--- config.mk ---
export PLATFORM = sky130hd
export DESIGN_NAME = refpll_bringup_seq
export DESIGN_NICKNAME = d
export VERILOG_FILES = /design/src/rtl/refpll_seq_pkg.sv /design/src/rtl/refpll_delay_timer.sv /design/src/rtl/refpll_try_counter.sv /design/src/rtl/refpll_bringup_seq.sv
export SDC_FILE = /design/constraint.sdc
export NUM_CORES = 1
export LEC_CHECK = 0
export BUFFER_PORTS_ARGS = -buffer_cell sky130_fd_sc_hd__buf_4
export CAP_MARGIN = 0
export CORE_ASPECT_RATIO = 1.25
export CORE_MARGIN = 2
export CORE_UTILIZATION = 45
export CTS_CLUSTER_DIAMETER = 120
export DETAILED_ROUTE_END_ITERATION = 8
export MAX_ROUTING_LAYER = met4
export PLACE_DENSITY = 0.66
export SLEW_MARGIN = 20
export SYNTH_ARGS = -nofsm -noshare
export SYNTH_HDL_FRONTEND = slang
export SYNTH_SLANG_ARGS = --single-unit
export TNS_END_PERCENT = 10
--- constraint.sdc ---
create_clock -name clk -period 7.7 [get_ports clk]
set_input_delay 0.385 -clock clk [delete_from_list [all_inputs] [get_ports clk]]
set_output_delay 0.385 -clock clk [all_outputs]
set_load 0.01 [all_outputs]
--- src/rtl/refpll_seq_pkg.sv ---
package refpll_seq_pkg;

  typedef enum logic [2:0] {
    ST_IDLE,
    ST_POWER,
    ST_UNISO,
    ST_CONFIG,
    ST_FIRST,
    ST_POLL
  } seq_state_t;

  localparam logic [7:0] TERM_DISCONNECT = 8'hE0;
  localparam logic [7:0] BUF_ENABLE      = 8'h1A;

endpackage

--- src/rtl/refpll_delay_timer.sv ---
module refpll_delay_timer #(
  parameter int CLKS_PER_US = 100,
  parameter int MAX_US      = 1000,
  localparam int PW = (CLKS_PER_US > 1) ? $clog2(CLKS_PER_US) : 1,
  localparam int UW = $clog2(MAX_US + 1)
) (
  input  logic          clk,
  input  logic          rst,
  input  logic          load,
  input  logic [UW-1:0] load_us,
  output logic          expire
);

  logic          running;
  logic [PW-1:0] pre;
  logic [UW-1:0] us_left;

  always_ff @(posedge clk) begin
    if (rst) begin
      running <= 1'b0;
      pre     <= '0;
      us_left <= '0;
    end else if (load) begin
      running <= 1'b1;
      pre     <= PW'(CLKS_PER_US - 1);
      us_left <= load_us - UW'(1);
    end else if (running) begin
      if (pre == '0) begin
        pre <= PW'(CLKS_PER_US - 1);
        if (us_left == '0) running <= 1'b0;
        else               us_left <= us_left - UW'(1);
      end else begin
        pre <= pre - PW'(1);
      end
    end
  end

  assign expire = running && (pre == '0) && (us_left == '0);


  run_from_load_chk: assert property (@(posedge clk) disable iff (rst)
    $rose(running) |-> $past(load));

endmodule

--- src/rtl/refpll_try_counter.sv ---
module refpll_try_counter #(
  parameter int TRIES = 5,
  localparam int TW = $clog2(TRIES + 1)
) (
  input  logic clk,
  input  logic rst,
  input  logic clear,
  input  logic bump,
  output logic last
);

  logic [TW-1:0] count;

  always_ff @(posedge clk) begin
    if (rst)        count <= '0;
    else if (clear) count <= TW'(1);
    else if (bump)  count <= count + TW'(1);
  end

  assign last = (count == TW'(TRIES));


  try_bound_chk: assert property (@(posedge clk) disable iff (rst)
    count <= TW'(TRIES));

endmodule

--- src/rtl/refpll_bringup_seq.sv ---
module refpll_bringup_seq
  import refpll_seq_pkg::*;
#(
  parameter int CLKS_PER_US = 100,
  parameter int SETTLE_US   = 500,
  parameter int US_PER_MS   = 1000,
  parameter int LOCK_TRIES  = 5
) (
  input  logic       clk,
  input  logic       rst,
  input  logic       start,
  input  logic       bypass,
  input  logic       bypass_ready,
  input  logic       pll_lock,
  output logic       pll_pwr_en,
  output logic       ldo_en,
  output logic       iso_hold,
  output logic [7:0] term_ctrl,
  output logic [7:0] buf_ctrl,
  output logic       ref_sel_pad,
  output logic       pll_rst_n,
  output logic       post_rst_n,
  output logic       busy,
  output logic       lock_ok,
  output logic       bringup_err
);

  localparam int MAX_US = (SETTLE_US > US_PER_MS) ? SETTLE_US : US_PER_MS;
  localparam int UW     = $clog2(MAX_US + 1);

  seq_state_t    state;
  logic          tmr_load, tmr_expire;
  logic [UW-1:0] tmr_us;
  logic          try_clear, try_bump, try_last;
  logic          polling;

  assign polling = (state == ST_FIRST) || (state == ST_POLL);
  assign tmr_us  = polling ? UW'(US_PER_MS) : UW'(SETTLE_US);

  always_comb begin
    tmr_load  = 1'b0;
    try_clear = 1'b0;
    try_bump  = 1'b0;
    case (state)
      ST_IDLE:  tmr_load = start && !bypass;
      ST_POWER,
      ST_UNISO: tmr_load = tmr_expire;
      ST_FIRST: begin
        tmr_load  = !pll_lock;
        try_clear = !pll_lock;
      end
      ST_POLL: begin
        tmr_load = tmr_expire && !try_last && !pll_lock;
        try_bump = tmr_expire && !try_last && !pll_lock;
      end
      default: ;
    endcase
  end

  refpll_delay_timer #(.CLKS_PER_US(CLKS_PER_US), .MAX_US(MAX_US)) u_timer (
    .clk(clk), .rst(rst), .load(tmr_load), .load_us(tmr_us), .expire(tmr_expire)
  );

  refpll_try_counter #(.TRIES(LOCK_TRIES)) u_tries (
    .clk(clk), .rst(rst), .clear(try_clear), .bump(try_bump), .last(try_last)
  );

  always_ff @(posedge clk) begin
    if (rst) begin
      state       <= ST_IDLE;
      pll_pwr_en  <= 1'b0;
      ldo_en      <= 1'b0;
      iso_hold    <= 1'b1;
      term_ctrl   <= '0;
      buf_ctrl    <= '0;
      ref_sel_pad <= 1'b1;
      pll_rst_n   <= 1'b0;
      post_rst_n  <= 1'b0;
      busy        <= 1'b0;
      lock_ok     <= 1'b0;
      bringup_err <= 1'b0;
    end else begin
      case (state)
        ST_IDLE: if (start) begin
          if (bypass) begin
            lock_ok     <= bypass_ready;
            bringup_err <= !bypass_ready;
          end else begin
            pll_pwr_en  <= 1'b1;
            ldo_en      <= 1'b1;
            iso_hold    <= 1'b1;
            term_ctrl   <= '0;
            buf_ctrl    <= '0;
            ref_sel_pad <= 1'b1;
            pll_rst_n   <= 1'b0;
            post_rst_n  <= 1'b0;
            busy        <= 1'b1;
            lock_ok     <= 1'b0;
            bringup_err <= 1'b0;
            state       <= ST_POWER;
          end
        end
        ST_POWER: if (tmr_expire) begin
          iso_hold <= 1'b0;
          state    <= ST_UNISO;
        end
        ST_UNISO: if (tmr_expire) begin
          term_ctrl   <= TERM_DISCONNECT;
          buf_ctrl    <= BUF_ENABLE;
          ref_sel_pad <= 1'b0;
          state       <= ST_CONFIG;
        end
        ST_CONFIG: if (tmr_expire) begin
          pll_rst_n <= 1'b1;
          state     <= ST_FIRST;
        end
        ST_FIRST: begin
          if (pll_lock) begin
            post_rst_n <= 1'b1;
            lock_ok    <= 1'b1;
            busy       <= 1'b0;
            state      <= ST_IDLE;
          end else begin
            state <= ST_POLL;
          end
        end
        ST_POLL: if (tmr_expire) begin
          if (try_last) begin
            bringup_err <= 1'b1;
            busy        <= 1'b0;
            state       <= ST_IDLE;
          end else if (pll_lock) begin
            post_rst_n <= 1'b1;
            lock_ok    <= 1'b1;
            busy       <= 1'b0;
            state      <= ST_IDLE;
          end
        end
        default: state <= ST_IDLE;
      endcase
    end
  end


  post_after_lock_chk: assert property (@(posedge clk) disable iff (rst)
    $rose(post_rst_n) |-> ($past(pll_lock) && pll_rst_n));


  cfg_before_release_chk: assert property (@(posedge clk) disable iff (rst)
    $rose(pll_rst_n) |-> (term_ctrl == TERM_DISCONNECT && buf_ctrl == BUF_ENABLE && !ref_sel_pad));


  iso_after_power_chk: assert property (@(posedge clk) disable iff (rst)
    $fell(iso_hold) |-> (pll_pwr_en && ldo_en));


  status_excl_chk: assert property (@(posedge clk) disable iff (rst)
    !(lock_ok && bringup_err));


  busy_no_status_chk: assert property (@(posedge clk) disable iff (rst)
    busy |-> (!lock_ok && !bringup_err));


  bypass_keeps_ctrl_chk: assert property (@(posedge clk) disable iff (rst)
    (state == ST_IDLE && start && bypass) |=> ($stable(pll_rst_n) && $stable(post_rst_n) && $stable(pll_pwr_en) && !busy));

endmodule

==> impl_metrics.tcl <==
set metrics [dict create \
    status "completed" \
    reg2reg_depth 12 \
    io_pins 31 \
    rows 26 \
    cts_buffers 5 \
    synth-main-ff-cell "dfxtp_1" \
    dpl_cell_area_mm2 0.00203 \
    yosys_warnings 0 \
    cts_buffer_depth 2 \
    cts_setup_buffers 0 \
    maxCapViolations 0 \
    final_area_mm2 0.00211 \
    relSlewSlack_pct 30.1 \
    cp_slowest_stage_delay_ps 860 \
    grt.overflow.total 0 \
    via_count 1619 \
    worst_setup_path_end_kind "flip-flop" \
    cts_resized 0 \
    initial_core_util_pct 47.3 \
    diodes 0 \
    port-buffer-count 20 \
    core-area_mm2 0.00410 \
    synth.most_common_cell "dfxtp_1" \
    start_kind "flip-flop" \
    routed_wl_um 4060 \
    worstHoldStart "bypass_ready" \
    ir_drop_v 0.000137 \
    synth.distinct_cells 55 \
    max_freq_mhz 298 \
    whs_endpoint "lock_ok" \
    crit_slowest_cell "a31oi_1" \
    r2r-end "u_timer.us_left[4]" \
    power_density_mw_per_mm2 197 \
    numClockSinks 33 \
    crit_top_cell "ha_1" \
    area_delta_synth_final_pct 8.98 \
    grt.total_usage_pct 17.5 \
    synth.area.top_cells "dfxtp_1 (34%), buf_4 (6.2%), a21oi_1 (4.9%), xnor2_1 (4.5%), ha_1 (3.2%)" \
    drtAntennaViolNets 0 \
    drt_iter0_drc 116 \
    drc 0 \
    arrival_ps 3540 \
    final_layout_size_suffix_gt1_share_pct 16.6 \
    viasPerCell 5.56 \
    die_w_um 62.7 \
    gp_congestion 0.835 \
    ys_top_cells_by_count "dfxtp_1 (33), a21oi_1 (19), buf_4 (16), nand2_1 (16)" \
    grt_pass1_wl_um 6580 \
    setup_viol 0 \
    wire_per_inst_um 13.9 \
    die_h_um 77.4 \
    h-tree-depth 2 \
    tightest_slew_ps 1040 \
    reg2reg_setup_slack_ps 4340 \
    hold_viol 0 \
    crit_required_ps 7880 \
    netlist_area_mm2 0.00194 \
    dpl.hpwl_um 2930 \
    critical_path_peak_fanout 12 \
    power.leakage_nw 0.781 \
    die-area_mm2 0.00485 \
    grt_max_degree 31 \
    ys_async_sr_fraction_pct 0 \
    clk_pin_slew_ps 70 \
    hp-class "input port to flip-flop" \
    hold_buffers 0 \
    synth_seq_cells 33 \
    drv_slew 0 \
    rr_startpoint "u_timer.pre[0]" \
    path_class "flip-flop to flip-flop" \
    min_delay_path_depth 3 \
    cts_tree "done" \
    fin_skew_ps 9.01 \
    period_needed_ps 3360 \
    first_global_vias 1456 \
    yosysSeqAreaShare_pct 34.1 \
    synth_top_area_share_pct 34.1 \
    path_cells "inv_1 > ha_1 > and4bb_1 > and2_1 > a31oi_1 > nand2_1 > ha_1 > nor3b_1 > nand4b_1 > nor2_1 > xnor2_1 > a2111oi_2" \
    tns_ps 0 \
    first_pass_iters 4 \
    antenna_found_initial 0 \
    synth_edf_count 0 \
    fillers 420 \
    rsz0062_at_grt "false" \
    synthCells 225 \
    min_period_over_period_pct 43.6 \
    fin_nets 245 \
    total_power_mw 0.415 \
    ctsRootBufferMaster "clkbuf_8" \
    crit_start "u_timer.pre[0]" \
    avgSynthCellArea_um2 8.61 \
    yosysTopAreaCell "dfxtp_1" \
    clk_latency_ps 290 \
]
## power breakdown
group	total, mW	internal [mW]	switching, mW
Combinational	0.0937	0.0401	0.0535
Clock	0.124	0.0641	0.0601
Sequential	0.197	0.183	0.0140
Total	0.415	0.288	0.128
## final cells by class
class	instances	area, um^2	share of cell area (%)
multi-input combinational	164	1110	52.5
sequential	33	661	31.3
timing repair buffer	21	158	7.47
clock buffer	8	80.1	3.79
tap	56	70.1	3.32
inverter	9	33.8	1.60
## critical path: cells and delay by family, from the launching register on
| family | cells | cell delay [ps] |
|---|---|---|
| compound gates | 2 | 1200 |
| buf+inv | 1 | 70 |
| flops | 1 | 340 |
| xor+xnor | 1 | 160 |
| simple gates | 6 | 970 |
| fa+ha+maj | 2 | 510 |
## sequential cells by signal, summed over array words and instances, names as in the netlist, 3 cells and up
register / cells
u_timer.us_left: 10
state: 3
u_timer.pre: 7
u_tries.count: 3
## cell families (layout without fill, tap and decap cells)
group           count (synthesis)  in the layout  share of synthesized area (%)
simple gates                   83             83                           26.2
buf+inv                        37             38                           10.4
flops                          33             33                           34.1
fa+ha+maj                       5              5                           3.23
xor+xnor                       15             15                           6.78
mux                             1              1                          0.517
compound gates                 50             50                           18.5
other cells                     1             10                          0.194
## layout by cell type (no fill, tap or decap), drive strengths merged, types with 4 or more instances in the layout
master,synthesis,routed
a211oi,4,4
a21oi,19,19
and2,4,4
buf,18,21
clkbuf,10,8
conb,1,10
dfxtp,33,33
ha,5,5
inv,9,9
nand2,16,16
nor2,12,12
nor3,12,12
nor4,7,7
o21ai,7,7
or3,5,5
or4,4,4
xnor2,10,10
xor2,5,5
## routing by layer
layer	track usage (%)	vias up	share of wire, %
met5	-	-	0
met4	6.22	0	1.3
met3	4.93	6	4.5
met2	28.2	31	49
met1	20.9	778	46
li1	-	804	-
## worst max-delay path by stage
stage / end / slack [ps] / depth (start not counted)
floorplan: u_timer.us_left[4] / 4870 / 14
global placement: u_timer.us_left[4] / 4460 / 12
detailed placement: u_timer.us_left[4] / 4380 / 12
CTS: u_timer.us_left[4] / 4340 / 12
global route: u_timer.us_left[4] / 4070 / 12
finish: u_timer.us_left[4] / 4340 / 12
## per-stage QoR
step           cells  setup slack, ps  util, %  hold WS, ps
2_1_floorplan    234             4870        -          451
3_3_place_gp     283             4460     49.5          446
3_5_place_dp     283             4380     49.5          448
4_1_cts          291             4340     51.5          379
5_1_grt          291             4070     51.5          385
6_report         291             4340     51.5          382
Power figures use the tool's default switching activity.
